**config.mk**
```make
export PLATFORM = sky130hd
export DESIGN_NAME = rcr_unit
export DESIGN_NICKNAME = d
export VERILOG_FILES = /design/src/rtl/rcr_pkg.sv /design/src/rtl/rcr_count_norm.sv /design/src/rtl/rcr_ring_rotate.sv /design/src/rtl/rcr_flag_logic.sv /design/src/rtl/rcr_unit.sv
export SDC_FILE = /design/constraint.sdc
export NUM_CORES = 1
export LEC_CHECK = 0
export ABC_AREA = 1
export CORE_MARGIN = 2
export CORE_UTILIZATION = 25
export DETAILED_ROUTE_END_ITERATION = 12
export DONT_BUFFER_PORTS = 1
export PLACE_DENSITY_LB_ADDON = 0.1
export SYNTH_ARGS = -nofsm -noshare
export SYNTH_HDL_FRONTEND = slang
export SYNTH_SLANG_ARGS = --single-unit
```
**constraint.sdc**
```tcl
create_clock -name vclk -period 8.6
set_input_delay 0.86 -clock vclk [all_inputs]
set_output_delay 0.86 -clock vclk [all_outputs]
set_load 0.005 [all_outputs]
```
**src/rtl/rcr_pkg.sv**
```systemverilog
package rcr_pkg;
  typedef enum logic [1:0] {
    SZ_8  = 2'b00,
    SZ_16 = 2'b01,
    SZ_32 = 2'b10,
    SZ_64 = 2'b11
  } rcr_size_e;

  // Operand width of a lane, derived from the widest operand.
  function automatic int lane_width(input int data_w, input int sel);
    return data_w >> (3 - sel);
  endfunction
endpackage

```
**src/rtl/rcr_count_norm.sv**
```systemverilog
module rcr_count_norm
  import rcr_pkg::*;
#(
  parameter int DATA_W = 64,
  parameter int CNT_W  = 8,
  localparam int AMT_W = $clog2(DATA_W),
  localparam int NARROW_W = $clog2(DATA_W / 2)
) (
  input  logic [CNT_W-1:0] cnt,
  input  rcr_size_e        size,
  output logic [AMT_W-1:0] masked,
  output logic [AMT_W-1:0] eff
);
  logic [AMT_W-1:0] eff_lane [4];

  always_comb begin
    if (size == SZ_64) masked = cnt[AMT_W-1:0];
    else               masked = AMT_W'(cnt[NARROW_W-1:0]);
  end

  for (genvar s = 0; s < 4; s++) begin : g_mod
    localparam int RING_W = lane_width(DATA_W, s) + 1;
    assign eff_lane[s] = AMT_W'(32'(masked) % RING_W);
  end

  assign eff = eff_lane[size];

  always_comb begin
    AST_EFF_LE_MASKED: assert (eff <= masked) else $error("eff exceeds masked count");
  end
endmodule

```
**src/rtl/rcr_ring_rotate.sv**
```systemverilog
module rcr_ring_rotate
  import rcr_pkg::*;
#(
  parameter int DATA_W = 64,
  localparam int AMT_W = $clog2(DATA_W)
) (
  input  logic [DATA_W-1:0] op,
  input  logic              cf,
  input  logic [AMT_W-1:0]  amt,
  input  rcr_size_e         size,
  output logic [DATA_W-1:0] res,
  output logic              cf_rot
);
  logic [DATA_W-1:0] lane_res [4];
  logic [3:0]        lane_cf;

  for (genvar s = 0; s < 4; s++) begin : g_lane
    localparam int LW = lane_width(DATA_W, s);
    localparam int RW = LW + 1;
    logic [RW-1:0] ring;
    logic [RW-1:0] rot;
    assign ring = {cf, op[LW-1:0]};
    assign rot  = RW'({ring, ring} >> amt);
    assign lane_res[s] = DATA_W'(rot[LW-1:0]);
    assign lane_cf[s]  = rot[LW];
  end

  assign res    = lane_res[size];
  assign cf_rot = lane_cf[size];

  always_comb begin
    AST_AMT_IN_RING: assert (32'(amt) <= lane_width(DATA_W, int'(size)))
      else $error("rotate amount outside ring");
  end
endmodule

```
**src/rtl/rcr_flag_logic.sv**
```systemverilog
module rcr_flag_logic #(
  parameter int AMT_W = 6
) (
  input  logic [AMT_W-1:0] masked,
  input  logic             cf_in,
  input  logic             of_in,
  input  logic             op_msb,
  input  logic             cf_rot,
  output logic             cf_out,
  output logic             of_out,
  output logic             of_valid,
  output logic             flags_upd
);
  logic cnt_zero;
  logic cnt_one;

  assign cnt_zero  = (masked == '0);
  assign cnt_one   = (masked == AMT_W'(1));
  assign flags_upd = !cnt_zero;
  assign cf_out    = cnt_zero ? cf_in : cf_rot;
  assign of_valid  = cnt_one;
  assign of_out    = cnt_one ? (cf_in ^ op_msb) : of_in;

  always_comb begin
    AST_ONE_STEP_CARRY: assert (!cnt_one || (cf_out == cf_rot)) else $error("carry mismatch");
  end
endmodule

```
**src/rtl/rcr_unit.sv**
```systemverilog
module rcr_unit
  import rcr_pkg::*;
#(
  parameter int DATA_W = 64,
  parameter int CNT_W  = 8,
  localparam int AMT_W = $clog2(DATA_W)
) (
  input  logic [DATA_W-1:0] op_in,
  input  logic              cf_in,
  input  logic              of_in,
  input  logic [CNT_W-1:0]  cnt_in,
  input  logic [1:0]        size_sel,
  output logic [DATA_W-1:0] res_out,
  output logic              cf_out,
  output logic              of_out,
  output logic              of_valid,
  output logic              flags_upd
);
  rcr_size_e         size;
  logic [AMT_W-1:0]  masked;
  logic [AMT_W-1:0]  eff;
  logic              cf_rot;
  logic              op_msb;
  logic [DATA_W-1:0] width_mask;

  assign size = rcr_size_e'(size_sel);

  always_comb begin
    op_msb     = op_in[DATA_W-1];
    width_mask = '1;
    case (size)
      SZ_8:    begin op_msb = op_in[lane_width(DATA_W, 0)-1]; width_mask = DATA_W'({lane_width(DATA_W, 0){1'b1}}); end
      SZ_16:   begin op_msb = op_in[lane_width(DATA_W, 1)-1]; width_mask = DATA_W'({lane_width(DATA_W, 1){1'b1}}); end
      SZ_32:   begin op_msb = op_in[lane_width(DATA_W, 2)-1]; width_mask = DATA_W'({lane_width(DATA_W, 2){1'b1}}); end
      default: begin op_msb = op_in[DATA_W-1];                width_mask = '1; end
    endcase
  end

  rcr_count_norm #(.DATA_W(DATA_W), .CNT_W(CNT_W)) u_count (
    .cnt    (cnt_in),
    .size   (size),
    .masked (masked),
    .eff    (eff)
  );

  rcr_ring_rotate #(.DATA_W(DATA_W)) u_rot (
    .op     (op_in),
    .cf     (cf_in),
    .amt    (eff),
    .size   (size),
    .res    (res_out),
    .cf_rot (cf_rot)
  );

  rcr_flag_logic #(.AMT_W(AMT_W)) u_flags (
    .masked    (masked),
    .cf_in     (cf_in),
    .of_in     (of_in),
    .op_msb    (op_msb),
    .cf_rot    (cf_rot),
    .cf_out    (cf_out),
    .of_out    (of_out),
    .of_valid  (of_valid),
    .flags_upd (flags_upd)
  );

  always_comb begin
    AST_ZERO_HOLD: assert (flags_upd || ((res_out == (op_in & width_mask)) && (cf_out == cf_in) && (of_out == of_in)))
      else $error("zero count changed state");
    AST_NO_OVERFLOW_DEF: assert (of_valid || (of_out == of_in)) else $error("undefined overflow not passed");
    AST_UPPER_ZERO: assert ((res_out & ~width_mask) == '0) else $error("result above width");
    AST_MODZERO_IDENT: assert (!(flags_upd && (eff == '0)) || ((res_out == (op_in & width_mask)) && (cf_out == cf_in)))
      else $error("ring-multiple count changed operand");
  end
endmodule

```
**Word level (Yosys, flattened, before mapping)**

Cells that the tools add are included.

- Flip-flop bits (word level): 0
- Word-level logic and storage cells: 31

- Divide/modulo/power cells: 4
- Order comparisons: 2
- Equality and inequality tests: 4
- Shifts and indexed selects: 4
- Muxes and demuxes: 12
- Bitwise logic cells: 2
- Reductions and logical operators: 3

Operators with widths:

| operator | number |
|---|---|
| $shr 130x6->65 | 1 |
| $bmux 64 s2 | 1 |
| $mux 64 | 2 |
| $shr 66x6->33 | 1 |
| $shr 34x6->17 | 1 |
| $mod 6x4->32 const B | 1 |
| $mod 6x5->32 const B | 1 |
| $mod 6x6->32 const B | 1 |
| $mod 6x7->32 const B | 1 |
| $mux 6 | 3 |
| $shr 18x6->9 | 1 |
| $bmux 6 s2 | 1 |
| $eq 6x1->1 const B | 1 |
| $logic_not 6->1 | 1 |
| $eq 2x2->1 const B | 2 |
| $ge 3x3->1 const B | 1 |
| $lt 2x3->1 const B | 1 |
| $mux 1 | 3 |
| $not 2->3 | 1 |
| $pmux 1 s3 | 1 |
| $bmux 1 s2 | 1 |
| $eq 2x1->1 const B | 1 |
| $logic_not 2->1 | 1 |
| $logic_not 1->1 | 1 |
| $xor 1x1->1 | 1 |

**Logic depth before layout (Yosys ltp)**

Gate-level depths: netlist (run 1).

- Depth after elaboration: 10
- Mapped depth: 36
- Depth with buffers taken out: 34

**Hierarchy**

Synthesis (run 1) repeated with hierarchy kept, for this count alone.

- Cell total of the unflattened synthesis: 1810
- Area, all modules: 8217.9 um^2

By module, submodules not included:

| module | instances | cells each | area each (um^2) |
|---|---|---|---|
| rcr_ring_rotate | 1 | 1578 | 6854.1 |
| rcr_count_norm | 1 | 194 | 1199.9 |
| rcr_flag_logic | 1 | 25 | 112.6 |
| rcr_unit | 1 | 13 | 51.3 |

**Worst setup path after synthesis (run 1)**

Ideal clock, no wire load.

- Path kind: in2out
- Start: input port cnt_in[1]
- End: output port res_out[59]
- Data arrival time: 4.677 ns
- Required time: 7.740 ns
- Path slack: 3.063 ns
- Cell stages on the path: 33
- Path buffers: 3
- Cell sequence: clkbuf_1 > inv_1 > ha_1 > nor2_1 > nand2_1 > ha_1 > inv_1 > nand2_1 > nand2_1 > nand2_1 > nor2_1 > nand2_4 > nand3_4 > xor2_1 > inv_1 > ha_1 > nand3_2 > nand2_2 > nand4_1 > nand2_1 > nand3_2 > buf_6 > buf_4 > nand3_1 > nand3_1 > inv_1 > nor2_2 > nand2_1 > nand3_1 > nand3_1 > nand3_1 > nand2_1 > a21oi_1

- Word-level cells in the longest chain between the ends: 9
- Elaborated cells between the ends (all ways): 12
- Those cells by class: div: 4; shift: 1; mux: 7

Ends and longest elaborated chain:

| element | RTL line | source |
|---|---|---|
| from (decl) | rcr_unit.sv:11 | `input logic [CNT_W-1:0] cnt_in,` |
| $mux 6 (*) | rcr_count_norm.sv:17 | `if (size == SZ_64) masked = cnt[AMT_W-1:0];` |
| $mod 6x7->32, or another cell as far along | rcr_count_norm.sv:23 | `assign eff_lane[s] = AMT_W'(32'(masked) % RING_W);` |
| $bmux 6 s2 (*) | rcr_count_norm.sv:26 | `assign eff = eff_lane[size];` |
| $mux 6 (not written as such) (*) (2 in series) | rcr_count_norm.sv:26 |  |
| $shr 130x6->65 (*) | rcr_ring_rotate.sv:23 | `assign rot = RW'({ring, ring} >> amt);` |
| $bmux 64 s2 (*) | rcr_ring_rotate.sv:28 | `assign res = lane_res[size];` |
| $mux 64 (not written as such) (*) (2 in series) | rcr_ring_rotate.sv:28 |  |
| to (decl) | rcr_unit.sv:13 | `output logic [DATA_W-1:0] res_out,` |

Every way passes the cells marked *; elsewhere a longest branch is shown, timed or not. The select of a mux whose other input is x is not followed.

**Final worst setup path (run 1)**

- Start: input port cnt_in[1]
- End: output port res_out[45]

The elaborated chain is that of the path after synthesis.

==> impl_metrics.json, run 1 <==
{
  "use_met2": 0.480,
  "overflow": 0,
  "routabilityCongestion": 0.950,
  "fmax_mhz": 142,
  "die-height_um": 186,
  "netSwitchingFraction": 0.740,
  "final_max_slew_viol_count": 0,
  "power_density_nw_per_um2": 151,
  "grt_max_degree": 83,
  "nets": 1706,
  "crit_arrival_ns": 6.17,
  "grt.met1_usage": 0.309,
  "flops_and_latches": 0,
  "first_pass_iters": 8,
  "synth_top_cell_area_share": 0.383,
  "multi_input_area_sq_um": 7220,
  "synthesis.area_sq_um": 8240,
  "crit_fanout": 66,
  "area_growth_pct": 0.395,
  "cts_hold_buf": 0,
  "antenna_left": 0,
  "fin_crit_sh": 0.818,
  "tightest_slew_ns": 1.08,
  "maxCapViolCount": 0,
  "clock_buffers": 0,
  "ys_types": 41,
  "synth_most_common_cell": "nand3_1",
  "wl_per_cell_um": 22.7,
  "cts-resized-gates": 0,
  "cpPeakStageDelay_ns": 0.69,
  "core-area_sq_um": 32500,
  "pwr-share-clk": 0,
  "relSlewSlack": 0.277,
  "die_w_um": 186,
  "fillCellCount": 4014,
  "fin_util": 0.254,
  "drt_iter0_markers": 1100,
  "synth_area_leaders": "nand3_1 (38%), nand2_1 (27%), buf_2 (4.2%)",
  "num_rows": 66,
  "cts_setup_buffers": 0,
  "wl_um": 46600,
  "cp.required_ns": 7.74,
  "postSynthAreaPerCell_sq_um": 4.80,
  "top_usage_layer": "met2",
  "ir_worst_vdd_mv": 0.0379,
  "boundaryPins": 144,
  "vias_per_cell": 5.63,
  "dp.cells": 2054,
  "ys_seq_area_frac": 0,
  "synth_fp_nets": 1807,
  "power_frac_comb": 1.000,
  "min_path_cells": 2,
  "p_leak_nw": 4.15,
  "status": "finished clean",
  "grt_use_total": 0.266,
  "use_met3": 0.0219,
  "yosys_warnings": 0,
  "place_hpwl_um": 36700,
  "n_antenna_cell": 0,
  "grt_pass1_vias": 11000,
  "worst_hold_startpoint": "of_in",
  "crit_slowest_cell": "buf_4",
  "portBuffers": 0,
  "drc_errors": 0,
  "hold_viol_final": 0,
  "rsz0062_at_grt": "no",
  "final_cell_count_no_fill": 2054,
  "setup_viol": 0,
  "tns_ns": 0,
  "path_class": "in -> out",
  "synth_area_leader_cell": "nand3_1",
  "die_area_sq_um": 34400,
  "drive_gt1_frac": 0.0459,
  "register_area_sq_um": 0,
  "intPower_mw": 0.324,
  "critical_path.most_common_cell": "nand2_1",
  "antenna_found_initial": 0,
  "min_to": "of_out",
  "synth_cells": 1715,
  "grt_pass1_wl_um": 69300,
  "initial_core_util": 0.253,
  "vias": 11600,
  "synth_common_cells": "nand3_1 (630), nand2_1 (592), inv_1 (78)",
  "p_switching_mw": 0.921,
  "finalCriticalPeriod_ns": 7.03,
  "endpoint_kind": "primary output",
  "sequentialPowerShare": 0,
  "critPathLaunchType": "input port",
  "hold_class": "in -> out"
}
==> stage by stage <==
stage | hold WS [ns] | cell area [sq um] | power, mW | setup slack, ns
2_1_floorplan | 1.85 | 8240 | 0.878 | 3.06
3_3_place_gp | 1.86 | 8270 | 1.23 | 1.62
3_5_place_dp | 1.87 | 8270 | 1.23 | 1.65
4_1_cts | 1.87 | 8270 | 1.23 | 1.64
5_1_grt | 1.87 | 8270 | 1.37 | 1.06
6_report | 1.86 | 8270 | 1.25 | 1.57
==> critical path, delay by kind of cell <==
kind                       cells  cell delay (ns)
and+or+nand+nor               20             2.90
buffers and inverters          4             0.98
adders and majority gates      3             0.74
AOI/OAI and AO/OA              1             0.34
xor gates and xnor gates       1             0.27
==> layout make-up <==
cell class | instances | area share
Inverter | 87 | 0.0395
Multi-Input combinational cell | 1503 | 0.872
Tap cell | 442 | 0.0668
Timing Repair Buffer | 22 | 0.0215
==> how the worst max path moves through the flow <==
stage                    from           to  slack (ns)  cells past startpoint
floorplan           cnt_in[1]  res_out[59]        3.06                     33
CTS                 cnt_in[1]  res_out[45]        1.64                     29
detailed placement  cnt_in[1]  res_out[45]        1.65                     29
finish              cnt_in[1]  res_out[45]        1.57                     29
global route        cnt_in[1]  res_out[31]        1.06                     31
global placement    cnt_in[1]  res_out[45]        1.62                     29
==> power by group through the flow <==
| stage | sequential [mW] | clock [mW] | combinational, mW |
|---|---|---|---|
| after CTS | 0 | 0 | 1.23 |
| after global routing | 0 | 0 | 1.37 |
| final | 0 | 0 | 1.25 |
| after detailed placement | 0 | 0 | 1.23 |
| after floorplan | 0 | 0 | 0.878 |
| after global placement | 0 | 0 | 1.23 |
==> routing by layer <==
layer  routed length, um  share of wire
met5                   0              0
met4                3250          0.070
met3                2670          0.057
met2               22600           0.49
met1               18100           0.39
==> placed cells by master, fill, tap and decap left out, drive strengths merged, types with 3 or more instances in the layout <==
master  instances
nor2           36
a21oi          62
nand2         609
inv            85
ha             16
xor2            8
a31oi          14
buf            22
nand3         639
o21ai          63
nand4          13
nor3            4
nand3b         10
o211ai         16
or2             3
o21a            4
==> logic make-up after synthesis <==
kind of cell | after synthesis | synth area share
buffers and inverters | 212 | 0.128
AOI/OAI and AO/OA | 162 | 0.109
adders and majority gates | 16 | 0.0243
and+or+nand+nor | 1317 | 0.729
xor gates and xnor gates | 8 | 0.00941
Note: power is estimated with default switching activity, not from simulation.
==> inputs of run 2 (changes only) <==
--- a/config.mk
+++ b/config.mk
@@ -5,7 +5,7 @@
 export SDC_FILE = /design/constraint.sdc
 export NUM_CORES = 1
 export LEC_CHECK = 0
-export ABC_AREA = 1
+export ABC_AREA = 0
 export CORE_MARGIN = 2
 export CORE_UTILIZATION = 25
 export DETAILED_ROUTE_END_ITERATION = 12
==> constraint.sdc (replaced) <==
create_clock -name vclk -period 6.2
set_input_delay 0.62 -clock vclk [all_inputs]
set_output_delay 0.62 -clock vclk [all_outputs]
set_load 0.005 [all_outputs]
==> run 2 against run 1 <==
Compared with the run above:
- the run now ends with negative setup slack left
- non-clock buffer count is 634 higher
- synthesized cell count fell by 12%
- wire length grew 66%
- global-route usage grew 8.1 points
- first-iteration DRC count up 48%
- via count grew 40%
- cell count rose by 24%
- hold slack got worse by 0.51 ns
- die area grew 23%
==> impl_metrics.json, run 2 <==
{
  "critPathLaunch": "cnt_in[2]",
  "wl_um": 77600,
  "synth_common_cells": "nand2_1 (158), mux2i_1 (137), a211oi_1 (134)",
  "grt_max_degree": 36,
  "worst_hold_startpoint": "size_sel[1]",
  "synth_area_leader_cell": "mux2i_1",
  "drc_errors": 0,
  "finalCriticalPeriod_ns": 6.75,
  "register_area_sq_um": 0,
  "crit_arrival_ns": 6.13,
  "cp.required_ns": 5.58,
  "hold_class": "in -> out",
  "design_area_sq_um": 19200,
  "first_pass_iters": 5,
  "antenna_left": 0,
  "vias_per_cell": 6.36,
  "area_growth_pct": 88.3,
  "grt_pass1_wl_um": 109000,
  "wl_per_cell_um": 30.5,
  "fin_ws_ns": -0.549,
  "n_antenna_cell": 0,
  "crit_family": "compound AO/OA/AOI/OAI gates",
  "drt_iter0_markers": 1633,
  "flops_and_latches": 0,
  "synthesis.area_sq_um": 10200,
  "ys_types": 97,
  "highest_layer": "met4",
  "layout_common_cells": "buf_4 (524), nand2_1 (146), nor2_1 (81)",
  "vias": 16200,
  "num_rows": 73,
  "critPathBufInv": 6,
  "status": "finished with violations",
  "synth_fp_nets": 1594,
  "boundaryPins": 144,
  "synth_cells": 1502,
  "core-area_sq_um": 40000,
  "power_density_nw_per_um2": 224,
  "antenna_found_initial": 0,
  "met2_length_um": 34100,
  "path_class": "in -> out",
  "met1_length_um": 34000,
  "die-height_um": 206,
  "die_area_sq_um": 42400,
  "cpPeakStageDelay_ns": 0.53,
  "setup_viol": 65,
  "grt_use_total": 0.347,
  "synth_top_cell_area_share": 0.134,
  "min_path_cells": 2,
  "fmax_mhz": 148,
  "overflow": 0,
  "tightest_slew_ns": 1.42,
  "wl_met3_um": 6580,
  "grt_pass1_vias": 15300,
  "drive_gt1_frac": 0.578,
  "final_max_slew_viol_count": 0,
  "crit_slowest_cell": "or4_4",
  "min_to": "res_out[26]",
  "hold_viol_final": 0,
  "ys_seq_area_frac": 0,
  "critPathLaunchType": "input port",
  "violations": "negative setup slack",
  "place_hpwl_um": 60300,
  "synth_area_leaders": "mux2i_1 (13%), a211oi_1 (9.9%), nand2_1 (5.8%)",
  "tns_ns": -27.08,
  "initial_core_util": 0.255,
  "yosys_warnings": 0,
  "endpoint_kind": "primary output",
  "crit_fanout": 18,
  "die_w_um": 206,
  "routabilityCongestion": 0.981,
  "postSynthAreaPerCell_sq_um": 6.79,
  "layout_commonest_cell": "buf_4",
  "placed_area_sq_um": 15200,
  "clock_buffers": 0,
  "cp.depth": 28,
  "nets": 2110,
  "p_leak_nw": 7.49,
  "synth_most_common_cell": "nand2_1",
  "ir_worst_vdd_mv": 0.0985,
  "critical_path.most_common_cell": "buf_4",
  "dp.cells": 2433,
  "final_cell_count_no_fill": 2541,
  "fin_crit_sh": 1.09,
  "portBuffers": 0,
  "relSlewSlack": 0.0496,
  "rsz0062_at_grt": "yes",
  "maxCapViolCount": 0
}
## run 2: layer usage
metal,vias to the layer above,GRT usage
met5,-,0
met4,0,0.0967
met3,170,0.0522
met2,868,0.541
met1,8057,0.493
li1,7075,-
## run 2: power by group
| group | leakage [nW] | switching [mW] | internal, mW | total, mW |
|---|---|---|---|---|
| Combinational | 7.49 | 2.29 | 2.01 | 4.31 |
| Clock | 0 | 0 | 0 | 0 |
| Sequential | 0 | 0 | 0 | 0 |
| Total | 7.49 | 2.29 | 2.01 | 4.31 |
## run 2: metrics by stage
step	hold WS, ns	util	setup slack (ns)	power [mW]
2_1_floorplan	1.37	-	-0.239	1.60
3_3_place_gp	1.37	0.381	-0.736	3.22
3_5_place_dp	1.37	0.381	-0.831	3.22
4_1_cts	1.35	0.423	-0.426	3.65
5_1_grt	1.35	0.480	-0.678	4.45
6_report	1.35	0.480	-0.549	4.31
## run 2: cell families (layout without fill, tap and decap cells)
family,Yosys count,after routing,share of synthesized area
buf+inv,157,668,0.0683
xor+xnor,10,10,0.00932
fa+ha+maj,16,16,0.0196
compound gates,608,609,0.430
mux,200,200,0.232
simple gates,511,513,0.241
## run 2: layout make-up
cell class,instances,area [sq um]
repair buffers,656,5860
multi-input cells,1348,12600
fillers,3972,20800
well taps,525,657
inverters,12,55.1
## run 2: worst max-delay path by stage
stage,end
detailed placement,res_out[16]
finish,res_out[24]
global placement,res_out[5]
floorplan,res_out[16]
global route,res_out[15]
CTS,res_out[24]
## run 2: what timing repair did
action	4_1_cts	5_1_grt
hold buffers	0	0
endpoints found under the setup margin	65	65
resized for setup	238	345
setup buffers	40	64
pin swaps	74	123
gates cloned	8	4
